<file path="src/rtl/oc_timer_pkg.sv">
// Package: shared register offsets and the per-channel action encoding.
// Assumes a 5-bit register address space.
package oc_timer_pkg;

    localparam int ADDR_W = 5;

    localparam logic [ADDR_W-1:0] A_RUN      = 5'h00;
    localparam logic [ADDR_W-1:0] A_PRE      = 5'h01;
    localparam logic [ADDR_W-1:0] A_MODE     = 5'h02;
    localparam logic [ADDR_W-1:0] A_FLAG     = 5'h03;
    localparam logic [ADDR_W-1:0] A_IEN      = 5'h04;
    localparam logic [ADDR_W-1:0] A_OMASK    = 5'h05;
    localparam logic [ADDR_W-1:0] A_ODATA    = 5'h06;
    localparam logic [ADDR_W-1:0] A_ACT      = 5'h07;
    localparam logic [ADDR_W-1:0] A_COUNT    = 5'h08;
    localparam logic [ADDR_W-1:0] A_CMP_BASE = 5'h10;

    // Pin action applied on a channel match
    typedef enum logic [1:0] {
        ACT_HOLD   = 2'b00,
        ACT_TOGGLE = 2'b01,
        ACT_LOW    = 2'b10,
        ACT_HIGH   = 2'b11
    } oc_act_e;

endpackage

</file>
<file path="src/rtl/oc_timebase.sv">
// Module: oc_timebase
// Prescaler and free-running up-counter. The counter advances on a tick,
// which occurs once every 2^pre_code clocks while run is high. A load
// replaces the count and restarts the prescaler. Assumes PS_W <= 4.
module oc_timebase #(
    parameter int CNT_W = 16,
    parameter int PS_W  = 3
) (
    input  logic             clk,
    input  logic             rst_n,
    input  logic             run,
    input  logic [PS_W-1:0]  pre_code,
    input  logic             load,
    input  logic [CNT_W-1:0] load_val,
    output logic [CNT_W-1:0] cnt_q,
    output logic [CNT_W-1:0] cnt_nxt,
    output logic             tick
);
    localparam int PC_W = (1 << PS_W) - 1;

    logic [PC_W-1:0] pcnt_q;
    logic [PC_W-1:0] pc_limit;

    // Terminal prescaler value for the selected division
    assign pc_limit = (PC_W'(1) << pre_code) - PC_W'(1);
    assign tick     = run && !load && (pcnt_q >= pc_limit);
    assign cnt_nxt  = cnt_q + CNT_W'(1);

    // Prescaler and counter state update
    always_ff @(posedge clk) begin
        if (!rst_n) begin
            pcnt_q <= '0;
            cnt_q  <= '0;
        end else if (load) begin
            pcnt_q <= '0;
            cnt_q  <= load_val;
        end else if (tick) begin
            pcnt_q <= '0;
            cnt_q  <= cnt_nxt;
        end else if (run) begin
            pcnt_q <= pcnt_q + PC_W'(1);
        end
    end


    cnt_hold_chk: assert property (@(posedge clk) disable iff (!rst_n)
        (!run && !load) |=> $stable(cnt_q));


    cnt_step_chk: assert property (@(posedge clk) disable iff (!rst_n)
        tick |=> (cnt_q == CNT_W'($past(cnt_q) + 1'b1)));

endmodule

</file>
<file path="src/rtl/oc_regs.sv">
// Module: oc_regs
// Register file: control, mode, enables, override pair, action codes,
// compare registers and write-one-to-clear match flags. Assumes
// 2*NCH <= CNT_W and NCH <= 16.
module oc_regs
    import oc_timer_pkg::*;
#(
    parameter int CNT_W = 16,
    parameter int NCH   = 8,
    parameter int PS_W  = 3
) (
    input  logic                       clk,
    input  logic                       rst_n,
    input  logic                       bus_wr,
    input  logic [ADDR_W-1:0]          bus_addr,
    input  logic [CNT_W-1:0]           bus_wdata,
    input  logic [NCH-1:0]             match_i,
    input  logic [CNT_W-1:0]           cnt_i,
    output logic [CNT_W-1:0]           bus_rdata,
    output logic                       run_q,
    output logic [PS_W-1:0]            pre_q,
    output logic [NCH-1:0]             mode_q,
    output logic [NCH-1:0]             flag_q,
    output logic [NCH-1:0]             ien_q,
    output logic [NCH-1:0]             omask_q,
    output logic [NCH-1:0]             odata_q,
    output logic [2*NCH-1:0]           act_q,
    output logic [NCH-1:0][CNT_W-1:0]  cmp_q,
    output logic                       load,
    output logic [CNT_W-1:0]           load_val
);
    localparam int RUN_BIT = 7;

    logic           flag_wr;
    logic [NCH-1:0] flag_clr;

    assign load     = bus_wr && (bus_addr == A_COUNT);
    assign load_val = bus_wdata;
    assign flag_wr  = bus_wr && (bus_addr == A_FLAG);
    assign flag_clr = flag_wr ? bus_wdata[NCH-1:0] : '0;

    // Control and configuration registers
    always_ff @(posedge clk) begin
        if (!rst_n) begin
            run_q   <= 1'b0;
            pre_q   <= '0;
            mode_q  <= '0;
            ien_q   <= '0;
            omask_q <= '0;
            odata_q <= '0;
            act_q   <= '0;
        end else if (bus_wr) begin
            case (bus_addr)
                A_RUN:   run_q   <= bus_wdata[RUN_BIT];
                A_PRE:   pre_q   <= bus_wdata[PS_W-1:0];
                A_MODE:  mode_q  <= bus_wdata[NCH-1:0];
                A_IEN:   ien_q   <= bus_wdata[NCH-1:0];
                A_OMASK: omask_q <= bus_wdata[NCH-1:0];
                A_ODATA: odata_q <= bus_wdata[NCH-1:0];
                A_ACT:   act_q   <= bus_wdata[2*NCH-1:0];
                default: ;
            endcase
        end
    end

    // Match flags: a match sets, a written one clears, setting wins
    always_ff @(posedge clk) begin
        if (!rst_n) flag_q <= '0;
        else        flag_q <= (flag_q & ~flag_clr) | match_i;
    end

    // One compare register per channel
    for (genvar n = 0; n < NCH; n++) begin : g_cmp
        always_ff @(posedge clk) begin
            if (!rst_n)
                cmp_q[n] <= '0;
            else if (bus_wr && (bus_addr == A_CMP_BASE + ADDR_W'(n)))
                cmp_q[n] <= bus_wdata;
        end
    end

    // Combinational read multiplexer
    always_comb begin
        bus_rdata = '0;
        case (bus_addr)
            A_RUN:   bus_rdata[RUN_BIT] = run_q;
            A_PRE:   bus_rdata = CNT_W'(pre_q);
            A_MODE:  bus_rdata = CNT_W'(mode_q);
            A_FLAG:  bus_rdata = CNT_W'(flag_q);
            A_IEN:   bus_rdata = CNT_W'(ien_q);
            A_OMASK: bus_rdata = CNT_W'(omask_q);
            A_ODATA: bus_rdata = CNT_W'(odata_q);
            A_ACT:   bus_rdata = CNT_W'(act_q);
            A_COUNT: bus_rdata = cnt_i;
            default: begin
                for (int n = 0; n < NCH; n++)
                    if (bus_addr == A_CMP_BASE + ADDR_W'(n))
                        bus_rdata = cmp_q[n];
            end
        endcase
    end


    flag_clear_by_write_chk: assert property (@(posedge clk) disable iff (!rst_n)
        (|($past(flag_q) & ~flag_q)) |-> $past(flag_wr));


    flag_set_by_match_chk: assert property (@(posedge clk) disable iff (!rst_n)
        (|(flag_q & ~$past(flag_q))) |-> (|$past(match_i)));

endmodule

</file>
<file path="src/rtl/oc_pins.sv">
// Module: oc_pins
// Output pin registers. Each matching channel applies its action code to
// its own pin; a match of the top channel then forces the masked pins to
// the override data, which takes priority.
module oc_pins
    import oc_timer_pkg::*;
#(
    parameter int NCH = 8
) (
    input  logic             clk,
    input  logic             rst_n,
    input  logic [NCH-1:0]   match_i,
    input  logic [2*NCH-1:0] act_i,
    input  logic [NCH-1:0]   omask_i,
    input  logic [NCH-1:0]   odata_i,
    output logic [NCH-1:0]   pin_q
);
    localparam int MASTER = NCH - 1;

    logic ovr_hit;
    assign ovr_hit = match_i[MASTER];

    for (genvar n = 0; n < NCH; n++) begin : g_pin
        oc_act_e act_n;
        assign act_n = oc_act_e'(act_i[2*n +: 2]);

        // Pin update: override first, then the channel's own action
        always_ff @(posedge clk) begin
            if (!rst_n) begin
                pin_q[n] <= 1'b0;
            end else if (ovr_hit && omask_i[n]) begin
                pin_q[n] <= odata_i[n];
            end else if (match_i[n]) begin
                case (act_n)
                    ACT_TOGGLE: pin_q[n] <= ~pin_q[n];
                    ACT_LOW:    pin_q[n] <= 1'b0;
                    ACT_HIGH:   pin_q[n] <= 1'b1;
                    default:    ;
                endcase
            end
        end


        ovr_force_chk: assert property (@(posedge clk) disable iff (!rst_n)
            (ovr_hit && omask_i[n]) |=> (pin_q[n] == $past(odata_i[n])));


        pin_quiet_chk: assert property (@(posedge clk) disable iff (!rst_n)
            (!match_i[n] && !(ovr_hit && omask_i[n])) |=> $stable(pin_q[n]));
    end

endmodule

</file>
<file path="src/rtl/oc_timer.sv">
// Module: oc_timer (top)
// Output-compare timer: time base, register file, per-channel equality
// comparators and pin logic. A channel matches when the counter is about
// to take its compare value on a tick and the channel is in compare mode.
module oc_timer
    import oc_timer_pkg::*;
#(
    parameter int CNT_W = 16,
    parameter int NCH   = 8,
    parameter int PS_W  = 3
) (
    input  logic              clk,
    input  logic              rst_n,
    input  logic              bus_wr,
    input  logic [ADDR_W-1:0] bus_addr,
    input  logic [CNT_W-1:0]  bus_wdata,
    output logic [CNT_W-1:0]  bus_rdata,
    output logic [NCH-1:0]    pin_o,
    output logic [NCH-1:0]    irq_o
);
    logic                      run_q;
    logic [PS_W-1:0]           pre_q;
    logic [NCH-1:0]            mode_q;
    logic [NCH-1:0]            flag_q;
    logic [NCH-1:0]            ien_q;
    logic [NCH-1:0]            omask_q;
    logic [NCH-1:0]            odata_q;
    logic [2*NCH-1:0]          act_q;
    logic [NCH-1:0][CNT_W-1:0] cmp_q;
    logic                      load;
    logic [CNT_W-1:0]          load_val;
    logic [CNT_W-1:0]          cnt_q;
    logic [CNT_W-1:0]          cnt_nxt;
    logic                      tick;
    logic [NCH-1:0]            match;

    oc_timebase #(.CNT_W(CNT_W), .PS_W(PS_W)) u_tb (
        .clk      (clk),
        .rst_n    (rst_n),
        .run      (run_q),
        .pre_code (pre_q),
        .load     (load),
        .load_val (load_val),
        .cnt_q    (cnt_q),
        .cnt_nxt  (cnt_nxt),
        .tick     (tick)
    );

    oc_regs #(.CNT_W(CNT_W), .NCH(NCH), .PS_W(PS_W)) u_regs (
        .clk       (clk),
        .rst_n     (rst_n),
        .bus_wr    (bus_wr),
        .bus_addr  (bus_addr),
        .bus_wdata (bus_wdata),
        .match_i   (match),
        .cnt_i     (cnt_q),
        .bus_rdata (bus_rdata),
        .run_q     (run_q),
        .pre_q     (pre_q),
        .mode_q    (mode_q),
        .flag_q    (flag_q),
        .ien_q     (ien_q),
        .omask_q   (omask_q),
        .odata_q   (odata_q),
        .act_q     (act_q),
        .cmp_q     (cmp_q),
        .load      (load),
        .load_val  (load_val)
    );

    // Per-channel comparator against the value the counter is about to take
    for (genvar n = 0; n < NCH; n++) begin : g_match
        assign match[n] = tick && mode_q[n] && (cmp_q[n] == cnt_nxt);
    end

    oc_pins #(.NCH(NCH)) u_pins (
        .clk     (clk),
        .rst_n   (rst_n),
        .match_i (match),
        .act_i   (act_q),
        .omask_i (omask_q),
        .odata_i (odata_q),
        .pin_q   (pin_o)
    );

    assign irq_o = flag_q & ien_q;


    mode_gate_chk: assert property (@(posedge clk) disable iff (!rst_n)
        (|($past(~mode_q) & flag_q & ~$past(flag_q))) == 1'b0);


    irq_gate_chk: assert property (@(posedge clk) disable iff (!rst_n)
        (|(irq_o & ~ien_q)) == 1'b0);

endmodule

</file>
<file path="config.mk">
export PLATFORM = sky130hd
export DESIGN_NAME = oc_timer
export DESIGN_NICKNAME = d
export VERILOG_FILES = /design/src/rtl/oc_timer_pkg.sv /design/src/rtl/oc_timebase.sv /design/src/rtl/oc_regs.sv /design/src/rtl/oc_pins.sv /design/src/rtl/oc_timer.sv
export SDC_FILE = /design/constraint.sdc
export NUM_CORES = 1
export LEC_CHECK = 0
export ABC_AREA = 1
export BUFFER_PORTS_ARGS = -buffer_cell sky130_fd_sc_hd__buf_2
export CORE_MARGIN = 2
export CORE_UTILIZATION = 54
export DETAILED_ROUTE_END_ITERATION = 8
export PLACE_DENSITY = 0.77
export SLEW_MARGIN = 20
export SYNTH_ARGS = -nofsm -noshare
export SYNTH_HDL_FRONTEND = slang
export SYNTH_SLANG_ARGS = --single-unit
export TNS_END_PERCENT = 100
</file>
<file path="constraint.sdc">
create_clock -name clk -period 6.3 [get_ports clk]
set_clock_uncertainty 0.15 [all_clocks]
set_input_delay 1.26 -clock clk [delete_from_list [all_inputs] [get_ports clk]]
set_output_delay 1.26 -clock clk [all_outputs]
set_load 0.02 [all_outputs]
</file>
# Word level (Yosys, flattened, before mapping)

Cells that the tools add are included.

Register bits: 219
Input port bits: 24
Output and inout port bits: 32
Word-level logic and storage cells: 202

Add/subtract/negate cells: 3
Magnitude comparators: 1
Equal/unequal tests: 48
Shift operators: 1
Muxes and demuxes: 38
Bitwise logic cells: 13
Reductions and logical operators: 72

Operators with widths:

| kind                                           | number |
|---|---|
| 2-to-1 mux 16 bit                              | 10 |
| == test 16 bit                                 | 8 |
| one-hot mux 7 bit (9 select lines)             | 1 |
| == test 5 bit (second input constant)          | 8 |
| logical AND 1 bit                              | 36 |
| == test 2 bit (second input constant)          | 16 |
| nonzero test 4 bit                             | 8 |
| AND reduction 2 bit                            | 15 |
| one-hot mux 1 bit (3 select lines)             | 8 |
| one-hot mux 8 bit (3 select lines)             | 1 |
| == test 5 x 3 -> 1 bit (second input constant) | 4 |
| nonzero test 2 bit                             | 9 |
| adder 16 x 1 -> 16 bit (second input constant) | 1 |
| bitwise AND 8 bit                              | 2 |
| == test 2 x 1 -> 1 bit (second input constant) | 8 |
| 2-to-1 mux 1 bit                               | 16 |
| == test 5 x 2 -> 1 bit (second input constant) | 2 |
| inverter 1 bit                                 | 9 |
| one-hot mux 1 bit (9 select lines)             | 1 |
| 2-to-1 mux 8 bit                               | 1 |
| inverter 8 bit                                 | 1 |
| bitwise OR 8 bit                               | 1 |
| adder 7 x 1 -> 7 bit (second input constant)   | 1 |
| >= comparator 7 bit                            | 1 |
| 8 further kinds                                | 8 |

# Logic depth before layout (Yosys ltp)

Depth in word-level cells: 10
Mapped depth: 19
Gate-level depth less buffers: 19

# Hierarchy

From an unflattened synthesis, not the netlist that was laid out.

Cell total of the unflattened synthesis: 2131
Area total of the unflattened synthesis: 13223.9 um^2

By module, submodules not included:

| module      | instances | cells each | area each (um^2) | sequential area each (um^2) |
|---|---|---|---|---|
| oc_regs     | 1         | 1224       | 8516.9           | 3763.6 |
| oc_timer    | 1         | 483        | 2169.6           | 0.0 |
| oc_timebase | 1         | 288        | 1789.2           | 460.4 |
| oc_pins     | 1         | 136        | 748.2            | 160.2 |

# Worst setup path after synthesis

No wires, ideal clock.

Kind: input port to output port
Start: in bus_addr[3]
End: out bus_rdata[14]
Arrival time: 2.695 ns
Data required time: 4.890 ns
Slack: 2.195 ns
Stages on the path: 10
Buffers on the path: 1
Path through: nor2_1 > nand2_1 > nor2_1 > clkbuf_1 > nand2_1 > nand3_1 > a21oi_1 > nand4_1 > o21ai_0 > o2111ai_1

Word-level cells in the longest chain between the ends: 10
Elaborated cells on any way between the ends: 27
Classes of those cells: 16 x eq/ne; 9 x mux; 2 x reduce/logical

Ends and longest elaborated chain:

| element                                | line           | RTL |
|---|---|---|
| start, declared                        | oc_timer.sv:15 | `input logic [ADDR_W-1:0] bus_addr,` |
| == test 5 bit                          | oc_regs.sv:97  | `if (bus_addr == A_CMP_BASE + ADDR_W'(n))` |
| 2-to-1 mux 16 bit (8 in series)        | oc_regs.sv:97  |  |
| one-hot mux 8 bit (3 select lines) (*) | oc_regs.sv:85  | `case (bus_addr)` |
| end, declared                          | oc_timer.sv:17 | `output logic [CNT_W-1:0] bus_rdata,` |

Every way passes the cells marked *; elsewhere a longest branch is shown, timed or not.

# Worst setup path after layout

Start: in bus_addr[3]
End: out bus_rdata[5]

Word-level cells in the longest chain between the ends: 10
Elaborated cells on any way between the ends: 26
Classes of those cells: 16 x eq/ne; 9 x mux; 1 x reduce/logical

Ends and longest elaborated chain:

| element                                | line |
|---|---|
| == test 5 bit                          | oc_regs.sv:97 |
| 2-to-1 mux 16 bit (8 in series)        | oc_regs.sv:97 |
| one-hot mux 7 bit (9 select lines) (*) | oc_regs.sv:85 |

Marked as above.

==> flow_summary.ini <==
[timing]
rsz0062_at_grt = false
hold_viol = 0
finalSetupTns_ns = 0
fin_crit_sh_pct = 86.0
min_period_ns = 5.42
worstMarginPinSlew_ns = 1.11
maxSlewViolCount = 0
max-slew-margin-rel_pct = 26.1
holdWs_ns = 0.321
max_freq_mhz = 185
setup_viol = 0

[clock_network]
cts_tree = built
cts-resized-gates = 0
clockBufferDepth = 3
cts_root_buffer = clkbuf_16
post_cts_buffers = 0
clock-sinks = 219
clkLatencyLatePin_ns = 0.53
cts_hold_buffers = 0
clk_pin_slew_ns = 0.06
htree_levels = 1
cts_made_buffers = 25

[cells_and_area]
drive_above_1_share_pct = 7.85
syn_to_final_growth_pct = 9.75
antennaDiodeCount = 0
multiInputGateArea_sq_um = 6860
seq_area_sq_um = 4380
fill_cells = 2167
layout.nets = 1985

[logic_synthesis]
syn-num-nets = 1978
ys_ff_latch = 219
avgSynthCellArea_sq_um = 6.44
seq_area_frac_synth_pct = 35.1
yosysTopAreaCell = dfxtp_1
yosysWarnings = 0
yosysMostFrequentCell = nand2_1
syn-cell-area_sq_um = 12500
synth_top_area_share_pct = 35.1
synth_area_leaders = dfxtp_1 35%, nand2_1 14%, a21oi_1 8.7%
synth_top_cells_by_count = 457 x nand2_1, 224 x inv_1, 219 x dfxtp_1
synth_flop_cell = dfxtp_1
syn-instance-count = 1939
synth_cell_types = 48
synth-edff-count = 0
synthArstFlopShare_pct = 0

[critical_path]
reg2reg_to = u_pins.pin_q[1]$_SDFFE_PN0P_
critPathMaxStageDelay_ns = 0.74
rr_startpoint = u_tb.cnt_q[0]$_SDFFE_PN0P_
path_max_fanout = 17
worst_ep_arrival_time_ns = 4.01
worst_ep_required_time_ns = 4.89
path_buf_inv = 5
rr_worst_depth = 18
crit_chain = buf_2 > inv_1 > nand2_1 > inv_1 > nand2_1 > nor2_1 > clkinv_1 > o21ai_0 > o2111ai_1 > buf_2
crit_path_top_delay_cell = clkinv_1
rrSetupSlack_ns = 1.96
cp-start-kind = input pin
crit_family = buffers and inverters
cp-end-kind = output port
path_class = input pin to output port

[drt]
drc = 0
wl_met2_microns = 20200
met1_length_microns = 18100
drt_iter0_drc = 1581
wirelength_microns = 45800
num_vias = 13539
route.detailed.vias_per_inst = 6.02
top_layer_used = met5
postRouteAntennaNets = 0
wire_per_inst_microns = 20.4
firstDrtPassIters = 6
dr_wl_met3_microns = 4840

[global_routing]
grt_overflow = 0
antenna_found_initial = 2
grt_pass1_vias = 12221
grt.total_usage_pct = 37.2
grt_pass1_wl_microns = 69600
grt_start_max_net_pins = 90

[status]
outcome = complete, no violations

[placement]
dp_hpwl_microns = 33400
gp_congestion = 1.01
port_buffers = 55

[hold_path]
min_to = u_regs.ien_q[0]$_SDFFE_PN0P_
hp-class = register to register
hp-start = u_regs.ien_q[0]$_SDFFE_PN0P_
whs_path_depth = 2

[power]
p_per_area_nw_per_um2 = 229
power_frac_comb_pct = 6.3
p_sw_uw = 762
clkPwrFrac_pct = 48.7
cellLeakagePower_uw = 0.00554
ir_worst_vdd_uv = 235
switching_share_pct = 24.3
power_frac_seq_pct = 45.1
p_total_uw = 3140
intPower_uw = 2380

[floorplanning]
core_area_sq_um = 22600
die_height_microns = 156
die_w_microns = 156
floorplan.initialDensity_pct = 55.1
io_pins = 56
rows = 55
die_area_sq_um = 24400

[flow_run]
drv_cap = 0
## worst reg2reg max path, delay by kind of cell, from the launching register on
family	cells	cell delay [ns]
flip-flops	1	0.87
AND/OR/NAND/NOR	15	2.76
adder cells (fa/ha/maj)	1	0.38
buffers and inverters	2	0.08
## worst max path at each step
| stage | startpoint | endpoint | slack (ns) | cells past startpoint |
|---|---|---|---|---|
| final | bus_addr[3] | bus_rdata[5] | 0.88 | 10 |
| after floorplan | bus_addr[3] | bus_rdata[14] | 2.19 | 10 |
| after detailed placement | bus_addr[3] | bus_rdata[6] | 1.10 | 10 |
| after CTS | bus_addr[3] | bus_rdata[6] | 1.08 | 10 |
| after global routing | bus_addr[3] | bus_rdata[6] | 0.88 | 10 |
| after global placement | bus_addr[3] | bus_rdata[6] | 1.11 | 10 |
## layout make-up
class	count	area share (%)
multi-input combinational	1400	50.1
sequential	219	32.0
inverter	233	6.39
clock buffer	36	5.38
timing repair buffer	67	2.68
tap	285	2.60
clock inverter	8	0.840
## per-layer routing
metal  GRT usage (%)  up-vias
met5               0        -
met3            7.33      178
li1                -     6429
met1            48.1     6143
met4            18.0        4
met2            59.7      785
## flip-flops by register name, summed over array words and instances (netlist names)
name / flops
u_regs.flag_q: 8
u_regs.pre_q: 3
u_regs.mode_q: 8
u_regs.odata_q: 8
u_regs.act_q: 16
u_regs.omask_q: 8
u_tb.pcnt_q: 7
u_regs.ien_q: 8
u_tb.cnt_q: 16
u_regs.cmp_q: 128
u_pins.pin_q: 8
u_regs.run_q: 1
## metrics by stage
stage / setup slack, ns / util [%] / instance area, sq um / instances
final: 0.885 / 60.5 / 13700 / 2248
after global routing: 0.882 / 60.5 / 13700 / 2248
after CTS: 1.08 / 60.5 / 13700 / 2248
after detailed placement: 1.10 / 56.8 / 12800 / 2204
after global placement: 1.11 / 56.8 / 12800 / 2204
after floorplan: 2.19 / - / 12500 / 1939
## kinds of logic (layout without fill, tap and decap cells)
kind of cell	after synthesis	after routing	synth area share [%]
AND/OR/NAND/NOR	849	849	29.2
AO/OA/AOI/OAI	503	503	21.9
buffers and inverters	320	344	9.89
flip-flops	219	219	35.1
XOR/XNOR	32	32	2.31
adder cells (fa/ha/maj)	15	15	1.50
multiplexers	1	1	0.0802
## layout by cell type (no fill, tap or decap), drive strengths merged, types with 2 or more instances in the layout
master     n
o2111ai   21
nor3       9
o221ai     4
o21bai     2
bufinv     3
a21oi    218
o211ai     7
clkinv    10
nand3    125
nand2    475
a22oi      5
inv      228
or2        5
buf       67
a221oi     7
o22ai     10
nand4     42
nor3b      2
dfxtp    219
nor2     187
xor2      28
ha        15
clkbuf    36
xnor2      4
o21ai    211
a2111oi    5
nand3b     2
a31oi      9
## power groups by stage
stage | registers (uW) | clock network [uW] | logic [uW]
after global routing | 1420 | 1590 | 212
after detailed placement | 1440 | 0 | 189
final | 1410 | 1530 | 196
after CTS | 1410 | 1530 | 190
after global placement | 1440 | 0 | 187
after floorplan | 1440 | 0 | 126
No activity file was read; power rests on OpenSTA's default activity.
